--- config.mk ---
export PLATFORM = sky130hd
export DESIGN_NAME = tmr_wave_top
export DESIGN_NICKNAME = d
export VERILOG_FILES = /design/src/rtl/tmr_wave_pkg.sv /design/src/rtl/tmr_wave_cnt.sv /design/src/rtl/tmr_wave_out.sv /design/src/rtl/tmr_wave_stat.sv /design/src/rtl/tmr_wave_top.sv
export SDC_FILE = /design/constraint.sdc
export NUM_CORES = 1
export LEC_CHECK = 0
export ABC_AREA = 1
export CAP_MARGIN = 20
export CORE_MARGIN = 5
export CORE_UTILIZATION = 60
export DETAILED_ROUTE_END_ITERATION = 7
export PLACE_DENSITY_LB_ADDON = 0.05
export SLEW_MARGIN = 20
export SYNTH_ARGS = -nofsm -noshare
export SYNTH_HDL_FRONTEND = slang
export SYNTH_SLANG_ARGS = --single-unit
--- constraint.sdc ---
create_clock -name clk_i -period 4.6 [get_ports clk_i]
set_input_delay 0.46 -clock clk_i [delete_from_list [all_inputs] [get_ports clk_i]]
set_output_delay 0.46 -clock clk_i [all_outputs]
set_load 0.01 [all_outputs]
--- src/rtl/tmr_wave_pkg.sv ---
package tmr_wave_pkg;
  typedef enum logic [1:0] {
    OM_OFF  = 2'b00,
    OM_TGL  = 2'b01,
    OM_LOW  = 2'b10,
    OM_HIGH = 2'b11
  } out_mode_e;

  localparam int CTRL_W   = 7;
  localparam int CB_RUN   = 2;
  localparam int CB_CMP   = 3;
  localparam int CB_IE_LO = 4;

  localparam logic [1:0] RA_CTRL = 2'd0;
  localparam logic [1:0] RA_LOAD = 2'd1;
  localparam logic [1:0] RA_CMP  = 2'd2;
  localparam logic [1:0] RA_STAT = 2'd3;

  localparam int FL_TC = 0;
  localparam int FL_TG = 1;
  localparam int FL_TO = 2;
  localparam int FL_N  = 3;
endpackage

--- src/rtl/tmr_wave_cnt.sv ---
module tmr_wave_cnt #(
  parameter int CNT_W = 16
) (
  input  logic             clk_i,
  input  logic             rst_ni,
  input  logic             run_i,
  input  logic             tick_i,
  input  logic             cmp_en_i,
  input  logic [CNT_W-1:0] load_i,
  input  logic [CNT_W-1:0] cmp_i,
  output logic             to_evt_o,
  output logic             cmp_evt_o,
  output logic             match_o
);
  logic [CNT_W-1:0] cnt_q, cnt_nxt;
  logic             step;

  assign step    = run_i & tick_i;
  assign cnt_nxt = (cnt_q == '0) ? load_i : cnt_q - 1'b1;

  // events flag the value the counter is about to take
  assign to_evt_o  = step & (cnt_nxt == '0);
  assign cmp_evt_o = step & cmp_en_i & (cnt_nxt == cmp_i);
  assign match_o   = (cnt_q == cmp_i);

  always_ff @(posedge clk_i or negedge rst_ni) begin
    if (!rst_ni)     cnt_q <= '0;
    else if (!run_i) cnt_q <= load_i;
    else if (tick_i) cnt_q <= cnt_nxt;
  end
endmodule

--- src/rtl/tmr_wave_out.sv ---
module tmr_wave_out
  import tmr_wave_pkg::*;
(
  input  logic      clk_i,
  input  logic      rst_ni,
  input  out_mode_e mode_i,
  input  logic      cmp_en_i,
  input  logic      preset_i,
  input  out_mode_e preset_mode_i,
  input  logic      to_evt_i,
  input  logic      cmp_evt_i,
  output logic      lvl_o,
  output logic      oe_o
);
  logic lvl_q, lvl_d;

  always_comb begin
    lvl_d = lvl_q;
    if (preset_i) begin
      unique case (preset_mode_i)
        OM_TGL, OM_LOW: lvl_d = 1'b0;
        OM_HIGH:        lvl_d = 1'b1;
        default:        lvl_d = lvl_q;
      endcase
    end else begin
      unique case (mode_i)
        OM_TGL: begin
          if (cmp_en_i ? cmp_evt_i : to_evt_i) lvl_d = ~lvl_q;
        end
        OM_LOW: begin
          // timeout action has priority on collision
          if (to_evt_i)                  lvl_d = 1'b0;
          else if (cmp_en_i & cmp_evt_i) lvl_d = 1'b1;
        end
        OM_HIGH: begin
          if (to_evt_i)                  lvl_d = 1'b1;
          else if (cmp_en_i & cmp_evt_i) lvl_d = 1'b0;
        end
        default: lvl_d = lvl_q;
      endcase
    end
  end

  always_ff @(posedge clk_i or negedge rst_ni) begin
    if (!rst_ni) lvl_q <= 1'b0;
    else         lvl_q <= lvl_d;
  end

  assign lvl_o = lvl_q;
  assign oe_o  = (mode_i != OM_OFF);
endmodule

--- src/rtl/tmr_wave_stat.sv ---
module tmr_wave_stat
  import tmr_wave_pkg::*;
#(
  parameter int PSC_W = 8,
  localparam int DATA_W = PSC_W + 8
) (
  input  logic              clk_i,
  input  logic              rst_ni,
  input  logic              stop_i,
  input  logic              gate_ni,
  input  logic [PSC_W-1:0]  presc_i,
  input  logic [FL_N-1:0]   evt_i,
  input  logic [FL_N-1:0]   ie_i,
  input  logic              clr_wr_i,
  input  logic [FL_N-1:0]   clr_mask_i,
  input  logic              hold_i,
  input  logic              run_i,
  input  logic              lvl_i,
  input  logic              match_i,
  output logic [FL_N-1:0]   flags_o,
  output logic              irq_o,
  output logic [DATA_W-1:0] stat_o
);
  localparam logic [DATA_W-1:0] STAT_RST = {8'h08, {PSC_W{1'b1}}};

  logic [FL_N-1:0]   flag_q;
  logic [DATA_W-1:0] stat_q, stat_live;

  for (genvar i = 0; i < FL_N; i++) begin : g_flag
    always_ff @(posedge clk_i or negedge rst_ni) begin
      if (!rst_ni)                                 flag_q[i] <= 1'b0;
      else if (evt_i[i])                           flag_q[i] <= 1'b1;
      else if (clr_wr_i && clr_mask_i[i] && !stop_i) flag_q[i] <= 1'b0;
    end
  end

  assign irq_o   = |(flag_q & ie_i);
  assign flags_o = flag_q;

  assign stat_live = {irq_o, flag_q[FL_TO], flag_q[FL_TG], flag_q[FL_TC],
                      gate_ni, run_i, lvl_i, match_i, presc_i};

  always_ff @(posedge clk_i or negedge rst_ni) begin
    if (!rst_ni)      stat_q <= STAT_RST;
    else if (!hold_i) stat_q <= stat_live;
  end

  assign stat_o = stat_q;
endmodule

--- src/rtl/tmr_wave_top.sv ---
module tmr_wave_top
  import tmr_wave_pkg::*;
#(
  parameter int CNT_W = 16,
  parameter int PSC_W = 8,
  localparam int DATA_W = PSC_W + 8
) (
  input  logic              clk_i,
  input  logic              rst_ni,
  input  logic              stop_i,
  input  logic              tick_i,
  input  logic              gate_ni,
  input  logic [PSC_W-1:0]  presc_i,
  input  logic              we_i,
  input  logic              re_i,
  input  logic [1:0]        addr_i,
  input  logic [DATA_W-1:0] wdata_i,
  output logic [DATA_W-1:0] rdata_o,
  output logic              out_o,
  output logic              out_oe_o,
  output logic              irq_o
);
  logic [CTRL_W-1:0] ctrl_q;
  logic [CNT_W-1:0]  load_q, cmp_q;
  logic              run, cmp_en, preset;
  out_mode_e         mode_q, preset_mode;
  logic              to_evt, cmp_evt, match, gate_q, tg_evt;
  logic [FL_N-1:0]   evts, flags;
  logic [DATA_W-1:0] stat;

  always_ff @(posedge clk_i or negedge rst_ni) begin
    if (!rst_ni) begin
      ctrl_q <= '0;
      load_q <= '0;
      cmp_q  <= '0;
      gate_q <= 1'b1;
    end else begin
      gate_q <= gate_ni;
      if (we_i) begin
        unique case (addr_i)
          RA_CTRL: ctrl_q <= wdata_i[CTRL_W-1:0];
          RA_LOAD: load_q <= wdata_i[CNT_W-1:0];
          RA_CMP:  cmp_q  <= wdata_i[CNT_W-1:0];
          default: ;
        endcase
      end
    end
  end

  assign mode_q      = out_mode_e'(ctrl_q[1:0]);
  assign run         = ctrl_q[CB_RUN];
  assign cmp_en      = ctrl_q[CB_CMP];
  assign preset      = we_i && (addr_i == RA_CTRL) && !wdata_i[CB_RUN];
  assign preset_mode = out_mode_e'(wdata_i[1:0]);
  assign tg_evt      = gate_q & ~gate_ni;

  tmr_wave_cnt #(.CNT_W(CNT_W)) u_cnt (
    .clk_i     (clk_i),
    .rst_ni    (rst_ni),
    .run_i     (run),
    .tick_i    (tick_i),
    .cmp_en_i  (cmp_en),
    .load_i    (load_q),
    .cmp_i     (cmp_q),
    .to_evt_o  (to_evt),
    .cmp_evt_o (cmp_evt),
    .match_o   (match)
  );

  tmr_wave_out u_out (
    .clk_i         (clk_i),
    .rst_ni        (rst_ni),
    .mode_i        (mode_q),
    .cmp_en_i      (cmp_en),
    .preset_i      (preset),
    .preset_mode_i (preset_mode),
    .to_evt_i      (to_evt),
    .cmp_evt_i     (cmp_evt),
    .lvl_o         (out_o),
    .oe_o          (out_oe_o)
  );

  always_comb begin
    evts        = '0;
    evts[FL_TO] = to_evt;
    evts[FL_TG] = tg_evt;
    evts[FL_TC] = cmp_evt;
  end

  tmr_wave_stat #(.PSC_W(PSC_W)) u_stat (
    .clk_i      (clk_i),
    .rst_ni     (rst_ni),
    .stop_i     (stop_i),
    .gate_ni    (gate_ni),
    .presc_i    (presc_i),
    .evt_i      (evts),
    .ie_i       ({ctrl_q[CB_IE_LO+2], ctrl_q[CB_IE_LO+1], ctrl_q[CB_IE_LO]}),
    .clr_wr_i   (we_i && (addr_i == RA_STAT)),
    .clr_mask_i (wdata_i[DATA_W-2 -: FL_N]),
    .hold_i     (re_i && (addr_i == RA_STAT)),
    .run_i      (run),
    .lvl_i      (out_o),
    .match_i    (match),
    .flags_o    (flags),
    .irq_o      (irq_o),
    .stat_o     (stat)
  );

  always_comb begin
    unique case (addr_i)
      RA_CTRL: rdata_o = DATA_W'(ctrl_q);
      RA_LOAD: rdata_o = DATA_W'(load_q);
      RA_CMP:  rdata_o = DATA_W'(cmp_q);
      default: rdata_o = stat;
    endcase
  end
endmodule

==> results.py <==
metrics = {
    "worst_setup_path": {
        "cp-start-kind": "primary input",
        "slowest_stage": "nor2_1",
        "slowest_delay_ns": 0.57,
        "endpoint_kind": "output port",
        "path_cells": "clkdlybuf4s50_1 -> inv_1 -> nor2_1 -> inv_1 -> o22ai_1 -> a21oi_1 -> o21ai_0 -> clkdlybuf4s50_1",
        "worst-path-max-fanout": 12,
        "cp.required_ns": 4.14,
        "arrival_ns": 2.85,
        "r2r_start": "u_cnt.cnt_q[0]",
        "worstSetupStartpoint": "addr_i[0]",
        "path_class": "in -> out",
    },
    "route": {
        "drt_wl_total_um": 15100,
        "first_pass_iters": 5,
        "detail_route.iter0.violations": 453,
        "vias_per_cell": 5.84,
        "wl_per_cell_um": 17.7,
        "vias": 4975,
        "wl_met1_um": 6470,
        "met2_length_um": 6820,
        "antenna_left": 0,
        "drc_errors": 0,
        "wl_met3_um": 1440,
        "top_layer_used": "met4",
    },
    "sta": {
        "fin_worst_skew_ns": 0.00861,
        "hold_violations": 0,
        "fin_crit_ns": 3.31,
        "grt_setup_unrepaired": "no",
        "tightest_slew_ns": 1.03,
        "slew_viol_final": 0,
        "relSlewSlack_pct": 31.2,
        "setup_viol": 0,
        "post-route-worst-setup-slack_ns": 1.29,
        "hold_ws_ns": 0.243,
        "fmax_mhz": 302,
        "period_share_pct": 71.9,
        "setup_tns_ns": 0,
    },
    "logic_synthesis": {
        "yosys.area_share.simple_pct": 33.0,
        "synth_nets": 738,
        "synth_mux_area_share_pct": 0.234,
        "yosysUniqueCellTypes": 35,
        "synth_top_family_by_area": "simple AND/OR/NAND/NOR gates",
        "synth_enable_flop_cells": 0,
        "synth_compound_area_share_pct": 14.1,
        "syn_area_um2": 4800,
        "synthArstFlopShare_pct": 100,
        "ys.warnings.count": 0,
        "synth_xor_area_share_pct": 2.37,
        "synth.avg_cell_area_um2": 6.84,
        "synth_seq_cells": 76,
        "synthFlopType": "dfrtp_1",
        "syn_inst": 702,
        "yosysSeqAreaShare_pct": 39.8,
        "synth_fa_ha_area_share_pct": 0.781,
    },
    "layout": {
        "diodes": 0,
        "seq_area_um2": 1910,
        "nNetsFinal": 781,
        "final_common_cell": "nand2_1",
        "final_util_pct": 71.9,
        "area_growth_pct": 16.3,
        "multi_input_area_um2": 2420,
        "drive_above_1_share_pct": 6.53,
        "stdcell_count": 852,
        "layout_common_cells": "nand2_1 (238), inv_1 (97), o21ai_0 (73), dfrtp_1 (66), nor2_1 (57)",
        "nFillCells": 638,
        "final_cell_area_um2": 5590,
    },
    "power_and_ir_drop": {
        "vdd_ir_drop_max_uv": 254,
        "p_sw_share_pct": 46.2,
        "pwr-share-comb_pct": 46.0,
        "pwr-share-clk_pct": 19.7,
        "p_int_mw": 1.60,
        "leakage_nw": 2.78,
        "seqPwrFrac_pct": 34.3,
        "p_per_area_nw_per_um2": 534,
        "p_sw_mw": 1.38,
        "totalPowerFinal_mw": 2.98,
    },
    "clock_network": {
        "postCtsSetupBuffers": 0,
        "cts.sink_count": 76,
        "clock_latency_ns": 0.36,
        "htreeDepth": 3,
        "cts_hold_buf": 0,
        "cts.clk_slew.worst_paths_ns": 0.09,
        "clock_path_buffers": 2,
        "ctsResizeCount": 0,
        "cts_tree": "yes",
        "clockRootBuffer": "clkbuf_8",
        "cts_buffers": 9,
    },
    "grt": {
        "grt_max_degree": 77,
        "track_usage_pct": 32.1,
        "grt_pass1_vias": 4850,
        "antenna_found_initial": 0,
        "grt_pass1_wl_um": 25000,
        "grt-ovfl-total": 0,
    },
    "place": {
        "dp.cells": 836,
        "port-buffer-count": 51,
        "gp_congestion": 0.953,
        "place_ws_ns": 1.36,
        "placed_area_um2": 5360,
        "hpwlAfterDp_um": 11300,
    },
    "die": {
        "die_w_um": 99.5,
        "dieArea_um2": 9900,
        "core_um2": 7770,
        "boundaryPins": 52,
        "dieHeight_um": 99.5,
        "initial_core_util_pct": 61.9,
        "row_count": 32,
    },
    "run": {
        "cap_violations": 0,
    },
    "hold_path": {
        "hold_class": "in -> async",
    },
    "status": {
        "status": "completed",
    },
}
## area by class of cell
| cell class | instances | share of cell area (%) |
|---|---|---|
| inverter | 101 | 6.79 |
| tap | 102 | 2.28 |
| clock inverter | 6 | 1.72 |
| clock buffer | 10 | 2.28 |
| timing repair buffer | 52 | 9.23 |
| multi-input combinational | 505 | 43.4 |
| sequential | 76 | 34.3 |
## state kept, by name, indices dropped and copies added, names as in the netlist
register        count
load_q             16
u_stat.stat_o      16
u_cnt.cnt_q        16
ctrl_q              7
u_stat.flags_o      3
cmp_q              16
gate_q              1
u_out.lvl_o         1
## worst max-delay path, delay by kind of cell
kind,cells,cell delay [ns]
simple gates,1,0.57
buf+inv,4,1.42
compound gates,3,0.39
## path summary, 6_finish.rpt
kind | to | slack, ns | depth (start not counted)
max reg2reg | u_out.lvl_o | 1.60 | 18
min | ctrl_q[5] | 0.24 | 1
min in group clk_i | load_q[1] | 0.51 | 2
max in group asynchronous | u_stat.flags_o[2] | 3.74 | 1
max | rdata_o[2] | 1.29 | 8
min reg2reg | load_q[1] | 0.51 | 2
## cells in the mapped netlist, drive strengths merged, types with 5 or more instances
cell type / instances / area share, %
clkbuf: 16 / 1.3
nor2: 66 / 6.2
inv: 97 / 7.6
o21ai: 76 / 8.0
nand2: 247 / 20
o221ai: 14 / 2.6
dfrtp: 66 / 34
nand3: 48 / 5.0
a21oi: 7 / 0.73
dfstp: 10 / 5.5
o211ai: 9 / 1.4
xor2: 9 / 1.6
o22ai: 5 / 0.65
## routing by layer
metal,global-route usage [%],vias to the layer above
li1,-,2326
met1,45.1,2348
met2,49.1,270
met3,8.35,31
met4,9.35,0
met5,0,-
## power by group through the flow
| stage | logic (mW) | clock network (mW) | registers [mW] |
|---|---|---|---|
| 2_1_floorplan | 0.983 | 0 | 0.942 |
| 3_3_place_gp | 1.31 | 0 | 1.02 |
| 3_5_place_dp | 1.34 | 0 | 1.02 |
| 4_1_cts | 1.35 | 0.588 | 1.01 |
| 5_1_grt | 1.54 | 0.627 | 1.04 |
| 6_report | 1.37 | 0.588 | 1.02 |
## kinds of logic after synthesis
logic type                 count (synthesis)
muxes                                      1
AOI/OAI and AO/OA                        115
adders and majority gates                  3
DFF                                       76
xor gates and xnor gates                  13
buffers and inverters                    121
and+or+nand+nor                          373
(Power assumes the default switching activity.)
